`config.mk`:
```
export PLATFORM = sky130hd
export DESIGN_NAME = perf_counter_unit
export DESIGN_NICKNAME = d
export VERILOG_FILES = /design/src/rtl/pcu_pkg.sv /design/src/rtl/pcu_ctrl.sv /design/src/rtl/pcu_datapath.sv /design/src/rtl/perf_counter_unit.sv
export SDC_FILE = /design/constraint.sdc
export NUM_CORES = 1
export LEC_CHECK = 0
export BUFFER_PORTS_ARGS = -buffer_cell sky130_fd_sc_hd__buf_2
export CAP_MARGIN = 40
export CELL_PAD_IN_SITES_DETAIL_PLACEMENT = 0
export CELL_PAD_IN_SITES_GLOBAL_PLACEMENT = 1
export CORE_ASPECT_RATIO = 1.75
export CORE_MARGIN = 1.5
export CORE_UTILIZATION = 43
export DETAILED_ROUTE_END_ITERATION = 8
export PLACE_DENSITY_LB_ADDON = 0.1
export SYNTH_ARGS = -nofsm -noshare
export SYNTH_HDL_FRONTEND = slang
export SYNTH_SLANG_ARGS = --single-unit
```
`constraint.sdc`:
```
create_clock -name clk -period 2.4 [get_ports clk]
set_input_delay 0.24 -clock clk [delete_from_list [all_inputs] [get_ports clk]]
set_output_delay 0.24 -clock clk [all_outputs]
set_load 0.02 [all_outputs]
```
`src/rtl/pcu_pkg.sv`:
```
package pcu_pkg;
  parameter int NUM_CNT = 4;
  parameter int CNT_W = 32;
  parameter int CODE_W = 8;
  parameter int NUM_EVT = 12;
  parameter int ADDR_W = 4;
  parameter int PRE_W = 6;
  parameter int CYC_BIT = 31;
  localparam int SEL_W = $clog2(NUM_CNT);

  typedef enum logic [ADDR_W-1:0] {
    REG_CTRL   = 4'h0,
    REG_ENSET  = 4'h1,
    REG_OVF    = 4'h2,
    REG_SWINC  = 4'h3,
    REG_SEL    = 4'h4,
    REG_EVTYPE = 4'h5,
    REG_EVCNT  = 4'h6,
    REG_CYCCNT = 4'h7,
    REG_EVID0  = 4'h8,
    REG_EVID1  = 4'h9
  } reg_addr_e;

  typedef struct packed {
    logic               evReset;
    logic               cycReset;
    logic               evWrite;
    logic               cycWrite;
    logic [NUM_CNT-1:0] swInc;
    logic [NUM_CNT:0]   ovfClr;
  } strobe_t;
endpackage

```
`src/rtl/pcu_ctrl.sv`:
```
module pcu_ctrl
  import pcu_pkg::*;
(
  input  logic                          clk,
  input  logic                          rstN,
  input  logic [ADDR_W-1:0]             addr,
  input  logic                          we,
  input  logic [CNT_W-1:0]              wdata,
  output logic [CNT_W-1:0]              rdata,
  input  logic [NUM_CNT-1:0][CNT_W-1:0] evCount,
  input  logic [CNT_W-1:0]              cycCount,
  input  logic [NUM_CNT:0]              ovf,
  output strobe_t                       strb,
  output logic                          globalEn,
  output logic                          divEn,
  output logic [NUM_CNT:0]              cntEn,
  output logic [SEL_W-1:0]              sel,
  output logic [NUM_CNT-1:0][CODE_W-1:0] evType
);

  logic selOk;
  assign selOk = (wdata < CNT_W'(NUM_CNT));

  always_ff @(posedge clk or negedge rstN) begin
    if (!rstN) begin
      globalEn <= 1'b0;
      divEn    <= 1'b0;
      cntEn    <= '0;
      sel      <= '0;
      evType   <= '0;
    end else if (we) begin
      case (addr)
        REG_CTRL: begin
          globalEn <= wdata[0];
          divEn    <= wdata[3];
        end
        REG_ENSET:  cntEn <= cntEn | {wdata[CYC_BIT], wdata[NUM_CNT-1:0]};
        REG_SEL:    if (selOk) sel <= wdata[SEL_W-1:0];
        REG_EVTYPE: evType[sel] <= wdata[CODE_W-1:0];
        default: ;
      endcase
    end
  end

  always_comb begin
    strb          = '0;
    strb.evReset  = we && (addr == REG_CTRL) && wdata[1];
    strb.cycReset = we && (addr == REG_CTRL) && wdata[2];
    strb.evWrite  = we && (addr == REG_EVCNT);
    strb.cycWrite = we && (addr == REG_CYCCNT);
    if (we && (addr == REG_SWINC)) strb.swInc = wdata[NUM_CNT-1:0];
    if (we && (addr == REG_OVF))   strb.ovfClr = {wdata[CYC_BIT], wdata[NUM_CNT-1:0]};
  end

  always_comb begin
    rdata = '0;
    case (addr)
      REG_CTRL: begin
        rdata[0] = globalEn;
        rdata[3] = divEn;
      end
      REG_ENSET: begin
        rdata[NUM_CNT-1:0] = cntEn[NUM_CNT-1:0];
        rdata[CYC_BIT]     = cntEn[NUM_CNT];
      end
      REG_OVF: begin
        rdata[NUM_CNT-1:0] = ovf[NUM_CNT-1:0];
        rdata[CYC_BIT]     = ovf[NUM_CNT];
      end
      REG_SEL:    rdata[SEL_W-1:0] = sel;
      REG_EVTYPE: rdata[CODE_W-1:0] = evType[sel];
      REG_EVCNT:  rdata = evCount[sel];
      REG_CYCCNT: rdata = cycCount;
      REG_EVID0:  rdata[NUM_EVT-1:0] = '1;
      default:    rdata = '0;
    endcase
  end


  sel_ignore_chk: assert property (@(posedge clk) disable iff (!rstN)
    (we && addr == REG_SEL && !selOk) |=> $stable(sel));


  enable_mono_chk: assert property (@(posedge clk) disable iff (!rstN)
    1'b1 |=> (($past(cntEn) & ~cntEn) == '0));

endmodule

```
`src/rtl/pcu_datapath.sv`:
```
module pcu_datapath
  import pcu_pkg::*;
(
  input  logic                           clk,
  input  logic                           rstN,
  input  strobe_t                        strb,
  input  logic [CNT_W-1:0]               wdata,
  input  logic                           globalEn,
  input  logic                           divEn,
  input  logic [NUM_CNT:0]               cntEn,
  input  logic [SEL_W-1:0]               sel,
  input  logic [NUM_CNT-1:0][CODE_W-1:0] evType,
  input  logic [NUM_EVT-2:0]             eventIn,
  output logic [NUM_CNT-1:0][CNT_W-1:0]  evCount,
  output logic [CNT_W-1:0]               cycCount,
  output logic [NUM_CNT:0]               ovf
);

  logic [NUM_CNT-1:0] hit, inc, wrEv, wrapEv;
  logic [PRE_W-1:0]   pre;
  logic               cycRun, tick, wrapCyc;

  always_comb begin
    for (int i = 0; i < NUM_CNT; i++) begin
      hit[i] = 1'b0;
      if (evType[i] == '0) hit[i] = strb.swInc[i];
      for (int k = 1; k < NUM_EVT; k++)
        if (evType[i] == CODE_W'(k)) hit[i] = eventIn[k-1];
      inc[i]    = globalEn && cntEn[i] && hit[i];
      wrEv[i]   = strb.evWrite && (sel == SEL_W'(i));
      wrapEv[i] = inc[i] && !strb.evReset && !wrEv[i] && (evCount[i] == '1);
    end
  end

  always_ff @(posedge clk or negedge rstN) begin
    if (!rstN) begin
      evCount <= '0;
    end else begin
      for (int i = 0; i < NUM_CNT; i++) begin
        if (strb.evReset)  evCount[i] <= '0;
        else if (wrEv[i])  evCount[i] <= wdata;
        else if (inc[i])   evCount[i] <= evCount[i] + 1'b1;
      end
    end
  end

  assign cycRun  = globalEn && cntEn[NUM_CNT];
  assign tick    = cycRun && (!divEn || (pre == '1));
  assign wrapCyc = tick && !strb.cycReset && !strb.cycWrite && (cycCount == '1);

  always_ff @(posedge clk or negedge rstN) begin
    if (!rstN) begin
      pre      <= '0;
      cycCount <= '0;
    end else begin
      if (strb.cycReset)  pre <= '0;
      else if (cycRun)    pre <= pre + 1'b1;
      if (strb.cycReset)      cycCount <= '0;
      else if (strb.cycWrite) cycCount <= wdata;
      else if (tick)          cycCount <= cycCount + 1'b1;
    end
  end

  always_ff @(posedge clk or negedge rstN) begin
    if (!rstN) ovf <= '0;
    else       ovf <= (ovf & ~strb.ovfClr) | {wrapCyc, wrapEv};
  end


  event_reset_chk: assert property (@(posedge clk) disable iff (!rstN)
    strb.evReset |=> (evCount == '0));


  cycle_hold_chk: assert property (@(posedge clk) disable iff (!rstN)
    (!cycRun && !strb.cycReset && !strb.cycWrite) |=> $stable(cycCount));


  cycle_div_step_chk: assert property (@(posedge clk) disable iff (!rstN)
    (divEn && !strb.cycReset && !strb.cycWrite) |=> ((cycCount - $past(cycCount)) <= 1));


  ovf_sticky_chk: assert property (@(posedge clk) disable iff (!rstN)
    1'b1 |=> ((($past(ovf) & ~$past(strb.ovfClr)) & ~ovf) == '0));

endmodule

```
`src/rtl/perf_counter_unit.sv`:
```
module perf_counter_unit
  import pcu_pkg::*;
(
  input  logic                clk,
  input  logic                rstN,
  input  logic [ADDR_W-1:0]   regAddr,
  input  logic                regWe,
  input  logic [CNT_W-1:0]    regWdata,
  output logic [CNT_W-1:0]    regRdata,
  input  logic [NUM_EVT-2:0]  eventIn
);

  strobe_t                        strb;
  logic                           globalEn, divEn;
  logic [NUM_CNT:0]               cntEn, ovf;
  logic [SEL_W-1:0]               sel;
  logic [NUM_CNT-1:0][CODE_W-1:0] evType;
  logic [NUM_CNT-1:0][CNT_W-1:0]  evCount;
  logic [CNT_W-1:0]               cycCount;

  pcu_ctrl ctrl (
    .clk(clk), .rstN(rstN), .addr(regAddr), .we(regWe), .wdata(regWdata),
    .rdata(regRdata), .evCount(evCount), .cycCount(cycCount), .ovf(ovf),
    .strb(strb), .globalEn(globalEn), .divEn(divEn), .cntEn(cntEn),
    .sel(sel), .evType(evType)
  );

  pcu_datapath dp (
    .clk(clk), .rstN(rstN), .strb(strb), .wdata(regWdata),
    .globalEn(globalEn), .divEn(divEn), .cntEn(cntEn), .sel(sel),
    .evType(evType), .eventIn(eventIn), .evCount(evCount),
    .cycCount(cycCount), .ovf(ovf)
  );

endmodule

```
==> metrics.yaml <==
setup_path:
  endpoint_kind: "output pin"
  crit_type: "flop to output pin"
  crit_arrival_ps: 2310
  crit_fanout: 16
  crit_chain: "buf_12 -> mux4_2 -> mux2i_2 -> o21ai_1 -> buf_2"
  path_buf_inv: 2
  path_delay_family: "multiplexers"
  reg2reg_slack_ps: -100
  critPathLaunchType: "flop"
  rr_startpoint: "ctrl.evType[23]"
  max_stage_delay_ps: 550
  slowest_stage: "mux4_2"
  rr_worst_depth: 9
  r2r_end: "dp.evCount[89]"
  cp.required_ps: 2160
floorplanning:
  coreArea_um2: 31500
  die_w_um: 138
  die_area_um2: 33200
  initial_core_util_pct: 43.8
  row_count: 86
  io_pins: 82
  die_h_um: 240
drt:
  vias_per_cell: 6.23
  firstDrtPassIters: 5
  vias: 13332
  first_iter_violations: 785
  wire_per_inst_um: 26.7
  totalWireLength_um: 57100
  route.detailed.drc: 0
  drtAntennaViolNets: 0
clock_network:
  htreeDepth: 1
  cts_buffer_depth: 3
  cts_buffers: 24
  clkLatencyLatePin_ps: 550
  clkTransAtPathRegs_ps: 60
  numClockSinks: 212
  cts_root_buf: "clkbuf_16"
  cts_tree: "built"
sta:
  finClkSkew_ps: 16.4
  finalWorstPathRequiredPeriod_ps: 2550
  timing.final.hold_violations: 0
  worst_slack_ps: -150
  tightest_slew_ps: 813
  finalSetupViolations: 42
  rsz0062_at_grt: "true"
  clock.fmax_ghz: 0.392
  finalMaxSlewViolations: 0
  timing.hold.ws_ps: 41.9
  slew_headroom_pct: 45.7
  tns_ps: -3470
  fin_crit_sh_pct: 106
hold_path:
  min_to: "dp.evCount[85]"
  min_path_type: "input port to flop"
  min_from: "regWdata[21]"
  hold_depth: 3
yosys:
  synthTopCellsByCount: "dfrtp_1 (212), o21ai_0 (158), nand2_1 (149)"
  yosysMostFrequentCell: "dfrtp_1"
  synthTopCellsByArea: "dfrtp_1 (38%), mux4_2 (7.0%), o21ai_0 (5.7%), xnor2_1 (5.7%), a21oi_1 (4.8%)"
  synthCells: 1525
  synth_cell_types: 76
  async_flop_share_pct: 100
  synth_edf_count: 0
  synth_top_cell_by_area: "dfrtp_1"
  yosys_warnings: 0
  seq_area_frac_synth_pct: 38.4
  ys_ff_latch: 212
  yosysTopAreaCellShare_pct: 38.4
  syn_area_um2: 13800
  synth_nets: 1581
  synth_ff_type: "dfrtp_1"
  syn_avg_cell_area_um2: 9.05
final_layout:
  seq_area_um2: 5310
  final_layout_size_suffix_gt1_share_pct: 29.0
  multi_input_area_um2: 8610
  nets: 1781
  antenna_cells: 0
  fin_util_pct: 56.3
  fill_cells: 2927
  area_delta_synth_final_pct: 28.6
global_route:
  grt.total_usage_pct: 34.1
  grt_max_degree: 66
  overflow: 0
  antenna_found_initial: 1
  grt_pass1_vias: 13379
  grt_pass1_wl_um: 84300
power:
  leakage_nw: 7.50
  vdd_drop_max_v: 0.000589
  power_density_nw_per_um2: 637
placement:
  hpwl_um: 42500
  place_congestion: 0.996
  portBuffers: 81
flow_run:
  drv_cap: 0
run_status:
  status: "finished with violations"
  violations: "setup timing"
timing repair:
item                                    CTS  global route
endpoints found under the setup margin   85           114
hold buffers                              1             0
pin swaps                                47            50
gates cloned                              5             1
hold endpoints to repair                 59             0
buffers inserted                         16            11
resized for setup                        79            92
worst max-delay path by stage:
stage | depth (start not counted) | slack (ps) | from | endpoint
6_report | 5 | -150 | ctrl.sel[0] | regRdata[9]
5_1_grt | 6 | -230 | ctrl.sel[0] | regRdata[1]
4_1_cts | 7 | -170 | ctrl.sel[0] | regRdata[2]
3_5_place_dp | 8 | -350 | ctrl.evType[23] | dp.evCount[84]
3_3_place_gp | 8 | -320 | ctrl.evType[23] | dp.evCount[91]
2_1_floorplan | 8 | 10 | ctrl.evType[24] | dp.evCount[117]
layout by cell type, fill, tap and decap left out, types with 7 or more instances in the layout:
cell type / n
nor3_4: 19
nor2_1: 79
mux2_2: 32
o21ai_0: 139
mux4_2: 43
nor3b_1: 7
nor3_1: 37
a211oi_1: 19
clkbuf_16: 26
buf_6: 15
xor2_1: 47
a21oi_1: 122
and3_1: 28
nand2_1: 143
a22o_1: 21
buf_2: 73
buf_12: 19
o21ai_1: 19
nand3_1: 63
a21o_1: 8
buf_4: 161
inv_1: 31
a21oi_2: 8
o22ai_1: 7
mux2i_1: 18
nor4_1: 17
dfrtp_1: 209
nand4_1: 37
and4_1: 9
nor3_2: 12
xnor2_1: 88
routing by layer:
metal | vias up | global-route usage [%] | wire [µm]
met3 | 237 | 3.68 | 2390
met4 | 0 | 35.6 | 7130
met2 | 524 | 59.3 | 28500
met1 | 6528 | 34.6 | 19000
li1 | 6043 | - | -
met5 | - | 0 | 0
power breakdown:
group | internal [mW] | total [mW] | switching [mW] | leakage [nW]
combinational | 1.09 | 2.36 | 1.27 | 4.31
sequential | 4.03 | 4.70 | 0.673 | 2.75
clock | 2.59 | 4.24 | 1.64 | 0.441
logic make-up (layout without fill, tap and decap cells):
kind of cell / count (synthesis) / in the layout / synth area share (%)
xor gates and xnor gates: 138 / 138 / 8.76
adders and majority gates: 6 / 6 / 0.544
AOI/OAI and AO/OA: 408 / 408 / 17.6
buffers and inverters: 135 / 353 / 3.84
and+or+nand+nor: 529 / 529 / 19.6
DFF: 212 / 212 / 38.4
muxes: 97 / 97 / 11.2
flip-flops by register name, summed over array words and instances (netlist names):
| name | flops |
|---|---|
| dp.evCount | 128 |
| ctrl.evType | 32 |
| dp.cycCount | 32 |
| dp.pre | 6 |
| ctrl.cntEn | 5 |
| dp.ovf | 5 |
| ctrl.sel | 2 |
| ctrl.divEn | 1 |
| ctrl.globalEn | 1 |
worst min-delay path: cells and delay by family:
kind            cells  cell delay, ps
compound gates      1              50
buf+inv             1             170
simple gates        1              80
through the flow:
stage | total power [mW] | std cells | cell area (µm²) | setup slack (ps)
after global placement | 6.91 | 2062 | 15800 | -316
after floorplan | 5.81 | 1525 | 13800 | 15.0
after detailed placement | 6.94 | 2063 | 15800 | -351
final | 11.3 | 2139 | 17700 | -150
after CTS | 11.3 | 2129 | 17300 | -166
after global routing | 11.7 | 2139 | 17700 | -233
final cells by class:
cell class,instances,share of cell area [%]
multi-input combinational,1178,48.5
sequential,212,29.9
timing repair buffer,278,13.0
clock buffer,32,3.96
tap,396,2.79
clock inverter,12,1.10
inverter,31,0.656
Note: power is estimated with default switching activity, not from simulation.
